### src/rtl/cps_pkg.sv
package cps_pkg;

    // Controller states of the solver sequencer.
    typedef enum logic [2:0] {
        ST_IDLE,
        ST_CEIL_GO,
        ST_CEIL_WAIT,
        ST_RATE_GO,
        ST_RATE_WAIT,
        ST_NEXT,
        ST_DONE
    } cps_state_e;

endpackage

### src/rtl/cps_divider.sv
// Restoring unsigned divider, one quotient bit per cycle.
module cps_divider #(
    parameter int N = 32,   // dividend / quotient width
    parameter int D = 33    // divisor / remainder width
) (
    input  logic         clk,
    input  logic         rst_n,
    input  logic         start,
    input  logic [N-1:0] dividend,
    input  logic [D-1:0] divisor,
    output logic         done,
    output logic [N-1:0] quot,
    output logic [D-1:0] rem
);
    localparam int CW = $clog2(N + 1);
    localparam logic [CW-1:0] STEPS = CW'(N);

    logic [D:0]    acc_q;
    logic [N-1:0]  q_q;
    logic [CW-1:0] cnt_q;
    logic          run_q;
    logic [D-1:0]  dsr_q;
    logic [D:0]    shifted;
    logic [D:0]    diff;

    // Partial remainder with the next dividend bit shifted in, and trial subtraction.
    assign shifted = {acc_q[D-1:0], q_q[N-1]};
    assign diff    = shifted - {1'b0, dsr_q};

    always_ff @(posedge clk or negedge rst_n) begin
        if (!rst_n) begin
            acc_q <= '0;
            q_q   <= '0;
            cnt_q <= '0;
            run_q <= 1'b0;
            done  <= 1'b0;
            dsr_q <= '0;
        end else if (start) begin
            acc_q <= '0;
            q_q   <= dividend;
            dsr_q <= divisor;
            cnt_q <= STEPS;
            run_q <= 1'b1;
            done  <= 1'b0;
        end else if (run_q) begin
            acc_q <= diff[D] ? shifted : diff;
            q_q   <= {q_q[N-2:0], ~diff[D]};
            cnt_q <= cnt_q - 1'b1;
            if (cnt_q == {{(CW-1){1'b0}}, 1'b1}) begin
                run_q <= 1'b0;
                done  <= 1'b1;
            end
        end else begin
            done <= 1'b0;
        end
    end

    assign quot = q_q;
    assign rem  = acc_q[D-1:0];

endmodule

### src/rtl/cps_parent_table.sv
// Candidate parent list, unpacked from packed parameters and indexed.
module cps_parent_table #(
    parameter int NUM_PAR = 3,
    parameter int RATE_W  = 32,
    parameter int SEL_W   = 2,
    parameter int IDX_W   = 2,
    parameter logic [NUM_PAR*RATE_W-1:0] PAR_RATES = '0,
    parameter logic [NUM_PAR*SEL_W-1:0]  PAR_CODES = '0
) (
    input  logic [IDX_W-1:0]  idx,
    output logic [RATE_W-1:0] rate,
    output logic [SEL_W-1:0]  code
);
    logic [RATE_W-1:0] rate_arr [NUM_PAR];
    logic [SEL_W-1:0]  code_arr [NUM_PAR];

    for (genvar g = 0; g < NUM_PAR; g++) begin : g_entry
        assign rate_arr[g] = PAR_RATES[g*RATE_W +: RATE_W];
        assign code_arr[g] = PAR_CODES[g*SEL_W +: SEL_W];
    end

    always_comb begin
        rate = '0;
        code = '0;
        for (int i = 0; i < NUM_PAR; i++) begin
            if (idx == IDX_W'(i)) begin
                rate = rate_arr[i];
                code = code_arr[i];
            end
        end
    end

endmodule

### src/rtl/cps_best_keeper.sv
// Holds the best candidate so far; replaces only on a strictly higher rate.
module cps_best_keeper #(
    parameter int RATE_W = 32,
    parameter int SEL_W  = 2,
    parameter int DIV_W  = 7
) (
    input  logic              clk,
    input  logic              rst_n,
    input  logic              clear,
    input  logic              offer,
    input  logic [RATE_W-1:0] offer_rate,
    input  logic [SEL_W-1:0]  offer_code,
    input  logic [DIV_W-1:0]  offer_field,
    output logic [RATE_W-1:0] best_rate,
    output logic [SEL_W-1:0]  best_code,
    output logic [DIV_W-1:0]  best_field,
    output logic              found
);
    always_ff @(posedge clk or negedge rst_n) begin
        if (!rst_n) begin
            best_rate  <= '0;
            best_code  <= '0;
            best_field <= '0;
            found      <= 1'b0;
        end else if (clear) begin
            best_rate  <= '0;
            best_code  <= '0;
            best_field <= '0;
            found      <= 1'b0;
        end else if (offer && (offer_rate > best_rate)) begin
            best_rate  <= offer_rate;
            best_code  <= offer_code;
            best_field <= offer_field;
            found      <= 1'b1;
        end
    end

endmodule

### src/rtl/clk_parent_solver.sv
module clk_parent_solver
    import cps_pkg::*;
#(
    parameter int RATE_W  = 32,
    parameter int DIV_W   = 7,
    parameter int NUM_PAR = 3,
    parameter int SEL_W   = 2,
    // Entry 0 is tried first.
    parameter logic [NUM_PAR*RATE_W-1:0] PAR_RATES =
        {32'd24_000_000, 32'd576_000_000, 32'd400_000_000},
    parameter logic [NUM_PAR*SEL_W-1:0]  PAR_CODES = {2'd2, 2'd1, 2'd0}
) (
    input  logic              clk,
    input  logic              rst_n,
    input  logic              start_i,
    input  logic [RATE_W-1:0] target_i,
    output logic              busy_o,
    output logic              valid_o,
    output logic [SEL_W-1:0]  mux_o,
    output logic [DIV_W-1:0]  div_field_o,
    output logic [RATE_W-1:0] rate_o,
    output logic              err_o
);
    localparam int TGT_W = RATE_W + 1;
    localparam int IDX_W = (NUM_PAR > 1) ? $clog2(NUM_PAR) : 1;
    localparam logic [IDX_W-1:0] LAST_IDX = IDX_W'(NUM_PAR - 1);
    localparam logic [RATE_W:0]  DIV_LIMIT = {{RATE_W{1'b0}}, 1'b1} << DIV_W;

    cps_state_e st_q, st_d;

    logic [TGT_W-1:0]  tgt2_q;
    logic [IDX_W-1:0]  idx_q;
    logic [DIV_W:0]    cand_div_q;
    logic [DIV_W:0]    cand_m1;

    logic [RATE_W-1:0] par_rate;
    logic [SEL_W-1:0]  par_code;

    logic              dv_start, dv_done;
    logic [TGT_W-1:0]  dv_divisor;
    logic [RATE_W-1:0] dv_quot;
    logic [TGT_W-1:0]  dv_rem;

    logic [RATE_W:0]   div_val;
    logic              div_fits;
    logic              accept;

    logic [RATE_W-1:0] best_rate;
    logic [SEL_W-1:0]  best_code;
    logic [DIV_W-1:0]  best_field;
    logic              found;

    assign accept = (st_q == ST_IDLE) && start_i;
    assign busy_o = (st_q != ST_IDLE);

    // Parent candidates
    cps_parent_table #(
        .NUM_PAR  (NUM_PAR),
        .RATE_W   (RATE_W),
        .SEL_W    (SEL_W),
        .IDX_W    (IDX_W),
        .PAR_RATES(PAR_RATES),
        .PAR_CODES(PAR_CODES)
    ) u_table (
        .idx (idx_q),
        .rate(par_rate),
        .code(par_code)
    );

    // Shared divider: ceiling step divides by the doubled target,
    // rate step divides by the chosen divider.
    assign dv_start   = (st_q == ST_CEIL_GO) || (st_q == ST_RATE_GO);
    assign dv_divisor = (st_q == ST_RATE_GO)
                      ? {{(TGT_W-DIV_W-1){1'b0}}, cand_div_q}
                      : tgt2_q;

    cps_divider #(
        .N(RATE_W),
        .D(TGT_W)
    ) u_div (
        .clk     (clk),
        .rst_n   (rst_n),
        .start   (dv_start),
        .dividend(par_rate),
        .divisor (dv_divisor),
        .done    (dv_done),
        .quot    (dv_quot),
        .rem     (dv_rem)
    );

    // Ceiling quotient and field-fit test
    assign div_val  = {1'b0, dv_quot} + {{RATE_W{1'b0}}, (|dv_rem)};
    assign div_fits = (div_val <= DIV_LIMIT);
    assign cand_m1  = cand_div_q - {{DIV_W{1'b0}}, 1'b1};

    cps_best_keeper #(
        .RATE_W(RATE_W),
        .SEL_W (SEL_W),
        .DIV_W (DIV_W)
    ) u_best (
        .clk        (clk),
        .rst_n      (rst_n),
        .clear      (accept),
        .offer      ((st_q == ST_RATE_WAIT) && dv_done),
        .offer_rate (dv_quot),
        .offer_code (par_code),
        .offer_field(cand_m1[DIV_W-1:0]),
        .best_rate  (best_rate),
        .best_code  (best_code),
        .best_field (best_field),
        .found      (found)
    );

    // State register
    always_ff @(posedge clk or negedge rst_n) begin
        if (!rst_n) st_q <= ST_IDLE;
        else        st_q <= st_d;
    end

    // Next-state logic
    always_comb begin
        st_d = st_q;
        unique case (st_q)
            ST_IDLE: begin
                if (start_i) st_d = (target_i == '0) ? ST_DONE : ST_CEIL_GO;
            end
            ST_CEIL_GO:   st_d = ST_CEIL_WAIT;
            ST_CEIL_WAIT: begin
                if (dv_done) st_d = div_fits ? ST_RATE_GO : ST_NEXT;
            end
            ST_RATE_GO:   st_d = ST_RATE_WAIT;
            ST_RATE_WAIT: begin
                if (dv_done) st_d = ST_NEXT;
            end
            ST_NEXT:      st_d = (idx_q == LAST_IDX) ? ST_DONE : ST_CEIL_GO;
            ST_DONE:      st_d = ST_IDLE;
            default:      st_d = ST_IDLE;
        endcase
    end

    // Search datapath registers
    always_ff @(posedge clk or negedge rst_n) begin
        if (!rst_n) begin
            tgt2_q     <= '0;
            idx_q      <= '0;
            cand_div_q <= '0;
        end else begin
            if (accept) begin
                tgt2_q <= {target_i, 1'b0};
                idx_q  <= '0;
            end
            if ((st_q == ST_CEIL_WAIT) && dv_done && div_fits)
                cand_div_q <= div_val[DIV_W:0];
            if ((st_q == ST_NEXT) && (idx_q != LAST_IDX))
                idx_q <= idx_q + 1'b1;
        end
    end

    // Output registers: loaded once, on entry to ST_DONE
    always_ff @(posedge clk or negedge rst_n) begin
        if (!rst_n) begin
            valid_o     <= 1'b0;
            mux_o       <= '0;
            div_field_o <= '0;
            rate_o      <= '0;
            err_o       <= 1'b0;
        end else if ((st_d == ST_DONE) && (st_q != ST_DONE)) begin
            valid_o <= 1'b1;
            if (st_q == ST_IDLE) begin
                mux_o       <= '0;
                div_field_o <= '0;
                rate_o      <= '0;
                err_o       <= 1'b1;
            end else begin
                mux_o       <= best_code;
                div_field_o <= best_field;
                rate_o      <= {1'b0, best_rate[RATE_W-1:1]};
                err_o       <= ~found;
            end
        end else begin
            valid_o <= 1'b0;
        end
    end

endmodule

### config.mk
export PLATFORM = sky130hd
export DESIGN_NAME = clk_parent_solver
export DESIGN_NICKNAME = d
export VERILOG_FILES = /design/src/rtl/cps_pkg.sv /design/src/rtl/cps_divider.sv /design/src/rtl/cps_parent_table.sv /design/src/rtl/cps_best_keeper.sv /design/src/rtl/clk_parent_solver.sv
export SDC_FILE = /design/constraint.sdc
export NUM_CORES = 1
export LEC_CHECK = 0
export ABC_AREA = 1
export ABC_CLOCK_PERIOD_IN_PS = 7530
export CAP_MARGIN = 25
export CORE_ASPECT_RATIO = 0.75
export CORE_UTILIZATION = 70
export DETAILED_ROUTE_END_ITERATION = 8
export DONT_BUFFER_PORTS = 1
export GPL_TIMING_DRIVEN = 0
export HOLD_SLACK_MARGIN = 0.06
export PLACE_DENSITY = 0.86
export SLEW_MARGIN = 5
export SYNTH_ARGS = -nofsm -noshare
export SYNTH_HDL_FRONTEND = slang
export SYNTH_HIERARCHICAL = 1
export SYNTH_SLANG_ARGS = --single-unit
export TNS_END_PERCENT = 20
### constraint.sdc
create_clock -name clk -period 7.53 [get_ports clk]
set_clock_uncertainty 0.05 [all_clocks]
set_input_delay 1.506 -clock clk [delete_from_list [all_inputs] [get_ports clk]]
set_output_delay 1.506 -clock clk [all_outputs]
set_load 0.02 [all_outputs]
Yosys cells after proc, flatten, opt, wreduce, memory -nomap -nowiden --
Cells that the tools add are included.
Cells by class: reduce and logical (&&, ||, !) cells 16, $lt $le $gt $ge 2, $add $sub $neg 5, multiplexer cells 41, eq/ne operators 12, bitwise logic cells 2
Operators by type and width (number):
- 33-bit two-way mux | 4
- 32-bit two-way mux | 4
- 30-bit two-way mux | 2
- 34-bit by 33-bit subtractor with 34-bit output | 1
- 32-bit by 1-bit adder with 33-bit output | 1
- 33-bit by 8-bit <= comparator with 1-bit output (second input constant) | 1
- 33-bit OR reduction | 1
- 32-bit greater-than comparator | 1
- 32-bit zero test | 1
- 31-bit two-way mux | 1
- 29-bit two-way mux | 1
- 7-bit two-way mux | 3
- 3-bit two-way mux | 6
- 3-bit one-hot mux with 6 select lines | 1
- 2-bit two-way mux | 6
- 6-bit two-way mux | 2
- 1-bit two-way mux | 11
- 3-bit equality test (second input constant) | 3
- 1-bit logical AND | 7
- 7-bit by 1-bit subtractor with 7-bit output (second input constant) | 1
- 3-bit by 2-bit equality test with 1-bit output (second input constant) | 2
- 6-bit by 1-bit equality test with 1-bit output (second input constant) | 1
- 3-bit != test (second input constant) | 2
- 2-bit nonzero test | 3
- other kinds (11) | 12
Storage, ports and cells: register bits 236, input bits 35, word-level logic and storage cells 97

Depth between registers and ports, before layout --
depth in word-level cells 9, mapped depth 23, mapped depth without buffers 22

By module --
The synthesis kept the hierarchy.
Modules (own cells, without submodules):
- cps_divider | sequential area each 2652.5 µm², area each 7419.6 µm², cells each 1104, times used 1
- clk_parent_solver | sequential area each 2177.1 µm², area each 5407.7 µm², cells each 816, times used 1
- cps_best_keeper | sequential area each 1051.0 µm², area each 2687.6 µm², cells each 332, times used 1
- cps_parent_table | sequential area each 0.0 µm², area each 294.0 µm², cells each 39, times used 1

Worst setup path before layout --
Ideal clock, no wire load.
path type register to register, start reg u_div.acc_q[9], end reg div_field_o[0], data required time 7.363 ns, period minus slack after synthesis 3.244 ns, path buffers 1, setup slack 4.286 ns, arrival 3.077 ns, stages on the path, launching flop included 20, cell sequence dfrtp_1 or4_1 nor4_1 nand4_1 ha_1 ha_1 or2_2 nor2_1 nand2_1 nor2_1 nand2_1 nand2_1 nand2_1 nor2_1 nand3_1 o21bai_2 nand2_4 buf_2 nand3_1 nand2_1
Between the ends: cells in the longest elaborated chain, start to end 8
RTL lines:
- start: declaration | RTL line cps_divider.sv:18 | logic [D:0] acc_q;
- start signal: assignment | RTL line cps_divider.sv:46 | acc_q <= diff[D] ? shifted : diff;
- 33-bit OR reduction | RTL line clk_parent_solver.sv:92 | assign div_val = {1'b0, dv_quot} + {{RATE_W{1'b0}}, (|dv_rem)};
- 32-bit by 1-bit adder with 33-bit output | RTL line clk_parent_solver.sv:92
- net div_val[1] | RTL line clk_parent_solver.sv:44 | logic [RATE_W:0] div_val;
- 33-bit by 8-bit <= comparator with 1-bit output | RTL line clk_parent_solver.sv:93 | assign div_fits = (div_val <= DIV_LIMIT);
- 3-bit two-way mux (2 in series) | RTL line clk_parent_solver.sv:129 | if (dv_done) st_d = div_fits ? ST_RATE_GO : ST_NEXT;
- 3-bit one-hot mux with 6 select lines | RTL line clk_parent_solver.sv:123 | unique case (st_q)
- 3-bit equality test | RTL line clk_parent_solver.sv:167 | end else if ((st_d == ST_DONE) && (st_q != ST_DONE)) begin
- 1-bit logical AND | RTL line clk_parent_solver.sv:167
- end signal: assignment | RTL line clk_parent_solver.sv:176 | div_field_o <= best_field;
- end: declaration | RTL line clk_parent_solver.sv:20 | output logic [DIV_W-1:0] div_field_o,
The timed path passes the listed nets, and every way through them passes these cells. A chain may end at the register's enable or synchronous reset.

Worst setup path after layout --
start reg u_div.acc_q[12], end reg rate_o[5]
Between the ends: cells in the longest elaborated chain, start to end 8
RTL lines:
- 33-bit OR reduction | RTL line clk_parent_solver.sv:92
- 32-bit by 1-bit adder with 33-bit output | RTL line clk_parent_solver.sv:92
- net div_val[1] | RTL line clk_parent_solver.sv:44
- 33-bit by 8-bit <= comparator with 1-bit output | RTL line clk_parent_solver.sv:93
- 3-bit two-way mux (2 in series) | RTL line clk_parent_solver.sv:129
- 3-bit one-hot mux with 6 select lines | RTL line clk_parent_solver.sv:123
- 3-bit equality test | RTL line clk_parent_solver.sv:167
- 1-bit logical AND | RTL line clk_parent_solver.sv:167
- end signal: assignment | RTL line clk_parent_solver.sv:177 | rate_o <= {1'b0, best_rate[RATE_W-1:1]};
- end: declaration | RTL line clk_parent_solver.sv:21 | output logic [RATE_W-1:0] rate_o,
The timed path passes the listed nets, and every way through them passes these cells.

==> flow_summary.yaml <==
run_status:
  status: "finished, final reports clean"
clock_tree:
  postCtsSetupRepairBufs: 0
  cts_tree: "yes"
  clock-root-buffer: "clkbuf_16"
  cts_hold_repair.buffers: 0
  cts_resized: 0
  clk_latency_ns: 0.55
  cts.clk_slew.worst_paths_ns: 0.07
  clockBufferDepth: 3
  cts_buffers: 24
  cts_sinks: 235
  cts_max_level: 1
floorplanning:
  die_w_microns: 175.5
  die_h_microns: 132.1
  start_util_pct: 71.50
  io_pins: 79
  coreArea_sq_um: 22110
  dieArea_sq_um: 23200
  num_rows: 47
timing:
  setup_tns_ns: 0
  slew_headroom_pct: 22.46
  timing.fmax_mhz: 213.4
  min_period_ns: 4.685
  setup_slack_ns: 2.845
  slew_viol_final: 0
  hold_viol: 0
  period_share_pct: 62.22
  rsz0062_at_grt: "false"
  hold_ws_ns: 0.4361
  finalSetupViolCount: 0
  worstMarginPinSlew_ns: 1.159
yosys:
  synth_top_area_cell: "dfrtp_1"
  synthTopCellsByArea: "dfrtp_1, nand2_1, inv_1, nand3_1, ha_1"
  async_flop_share_pct: 100.0
  synth_edf_count: 0
  yosys_warnings: 6
  synth_commonest_cells: "nand2_1, inv_1, dfrtp_1, nand3_1, nor2_1"
  synth_top_flop_cell: "dfrtp_1"
  synth_cells: 2291
  syn_avg_cell_area_sq_um: 6.900
  ys_seq_elements: 235
  synth_cell_type_count: 46
  netlist_area_sq_um: 15810
  synth_most_common_cell: "nand2_1"
  yosysTopAreaCellShare_pct: 37.20
  yosysSeqAreaShare_pct: 37.20
routing:
  drtIter0Drc: 2206
  detail-route-antenna-nets: 0
  wl_microns: 48240
  wl_per_cell_microns: 18.26
  route.vias.total: 15543
  vias_per_cell: 5.883
  drc: 0
  firstDrtPassIters: 8
layout:
  finalNetCount: 2442
  multiInputGateArea_sq_um: 7884
  final_area_sq_um: 17040
  nFillCells: 1615
  drive_gt1_share_pct: 7.112
  syn2layout_area_growth_pct: 7.756
  final_core_util_pct: 77.04
  instances_no_fill: 2642
  diodes: 0
  regArea_sq_um: 5881
pwr:
  irDropWorstVdd_uv: 335.3
  power_mw: 8.665
  p_per_area_nw_per_um2: 508.7
  leakagePower_nw: 9.062
critical_path:
  crit_arrival_ns: 5.04
  slowest_delay_ns: 0.55
  critPathTopFamily: "simple AND/OR/NAND/NOR gates"
  crit_top_cell: "nand2_1"
  startpoint_type: "flop"
  required_ns: 7.89
  r2r-start: "u_div/acc_q[12]"
  crit_fanout: 10
  worstPathCellList: "nor4_1, nand4_1, nor4_1, nand4_1, ha_1, ha_1, or2_2, nor2_1, nand2_1, nor2_1, nand2_1, nand2_1, nand2_1, nor2_1, nand3_1, o21bai_2, nand2_4, buf_2, nand3_1, nand2_1"
  startpoint: "u_div/acc_q[12]"
  slowest_stage: "nor4_1"
  cp_num_buf_inv: 1
  endpoint_kind: "flop"
  path_class: "reg2reg"
grt:
  grt_antenna_before_repair: 0
  grt_pass1_wl_microns: 75730
  grt_max_degree: 236
  grt_pass1_vias: 14486
  gr-total-overflow: 0
  top_usage_layer: "met1"
  grt_use_met1_pct: 64.24
  grt_use_met2_pct: 59.08
  gr-usage-met3_pct: 11.88
  grt_util_all_layers_pct: 42.08
hold_path:
  hold_class: "reg2reg"
  min-delay-start: "u_div/dsr_q[0]"
placed_design:
  io_buffer_count: 0
  dpl.hpwl_microns: 36110
  placed_cells: 2598
  gp_congestion: 1.011
  placed_cell_area_sq_um: 16230
  pre_cts_slack_ns: 3.058
run:
  maxCapViolCount: 0
layer usage:
layer	share of wire, %	vias up	wire length [microns]
met5	0	-	0
met4	1.8	0	876
met3	15	97	7333
met2	40	975	19450
met1	43	7239	20580
li1	-	7232	-
logic make-up (layout without fill, tap and decap cells):
logic type | Yosys count | in the layout | share of synthesized area (%)
adders and majority gates | 77 | 77 | 6.142
AOI/OAI and AO/OA | 184 | 184 | 6.799
other | 2 | 15 | 0.04750
DFF | 235 | 235 | 37.20
and+or+nand+nor | 1277 | 1277 | 35.08
buffers and inverters | 489 | 533 | 13.24
xor gates and xnor gates | 27 | 27 | 1.496
placed cells by master, fill, tap and decap left out, types with 17 or more instances in the layout:
master and instances:
nand2_1 741, inv_1 376, dfrtp_1 235, nand3_1 197
nor2_1 193, o21ai_0 82, ha_1 76, nand4_1 64
a21oi_1 48, clkbuf_1 40, buf_4 33, clkbuf_16 24
buf_2 17, o211ai_1 17
report_power, final:
part           leakage (nW)  total [mW]  internal, mW  switching [mW]
sequential             3.06        2.18          1.68           0.495
combinational          5.60        5.25          1.70            3.55
clock                 0.402        1.24         0.686           0.554
total                  9.06        8.67          4.07            4.60
sequential cells by signal (all words and copies together) (netlist names), 6 cells and up:
| signal | cells |
|---|---|
| div_field_o | 7 |
| rate_o | 31 |
| u_div/acc_q | 33 |
| u_div/dsr_q | 33 |
| u_div/quot | 32 |
| u_div/cnt_q | 6 |
| u_best/best_field | 7 |
| cand_div_q | 8 |
| tgt2_q | 32 |
| u_best/best_rate | 32 |
cell type report:
type / instances / area share, %
clock inverter: 17 / 1.043
inverter: 384 / 8.461
sequential: 235 / 34.52
clock buffer: 27 / 3.709
tap: 294 / 2.159
multi-input combinational: 1580 / 46.28
buffer: 105 / 3.827
worst paths after layout:
kind,depth (start not counted),end,slack (ns)
hold / removal,2,u_div/dsr_q[0],0.44
max in group asynchronous,0,u_best/best_rate[20],6.33
setup reg to reg,20,rate_o[5],2.84
min in group asynchronous,0,u_div/acc_q[21],0.62
setup / recovery,20,rate_o[5],2.84
hold reg to reg,2,u_div/dsr_q[0],0.44
worst register-to-register path, cell delays in order, from the launching register on:
cell,delay [ns]
dfrtp_1,0.43
nor4_1,0.52
nand4_1,0.30
nor4_1,0.55
nand4_1,0.17
ha_1,0.27
ha_1,0.30
or2_2,0.30
nor2_1,0.11
nand2_1,0.05
nor2_1,0.11
nand2_1,0.07
nand2_1,0.16
nand2_1,0.08
nor2_1,0.14
nand3_1,0.13
o21bai_2,0.20
nand2_4,0.18
buf_2,0.25
nand3_1,0.11
nand2_1,0.08
No activity file was read; power rests on OpenSTA's default activity.
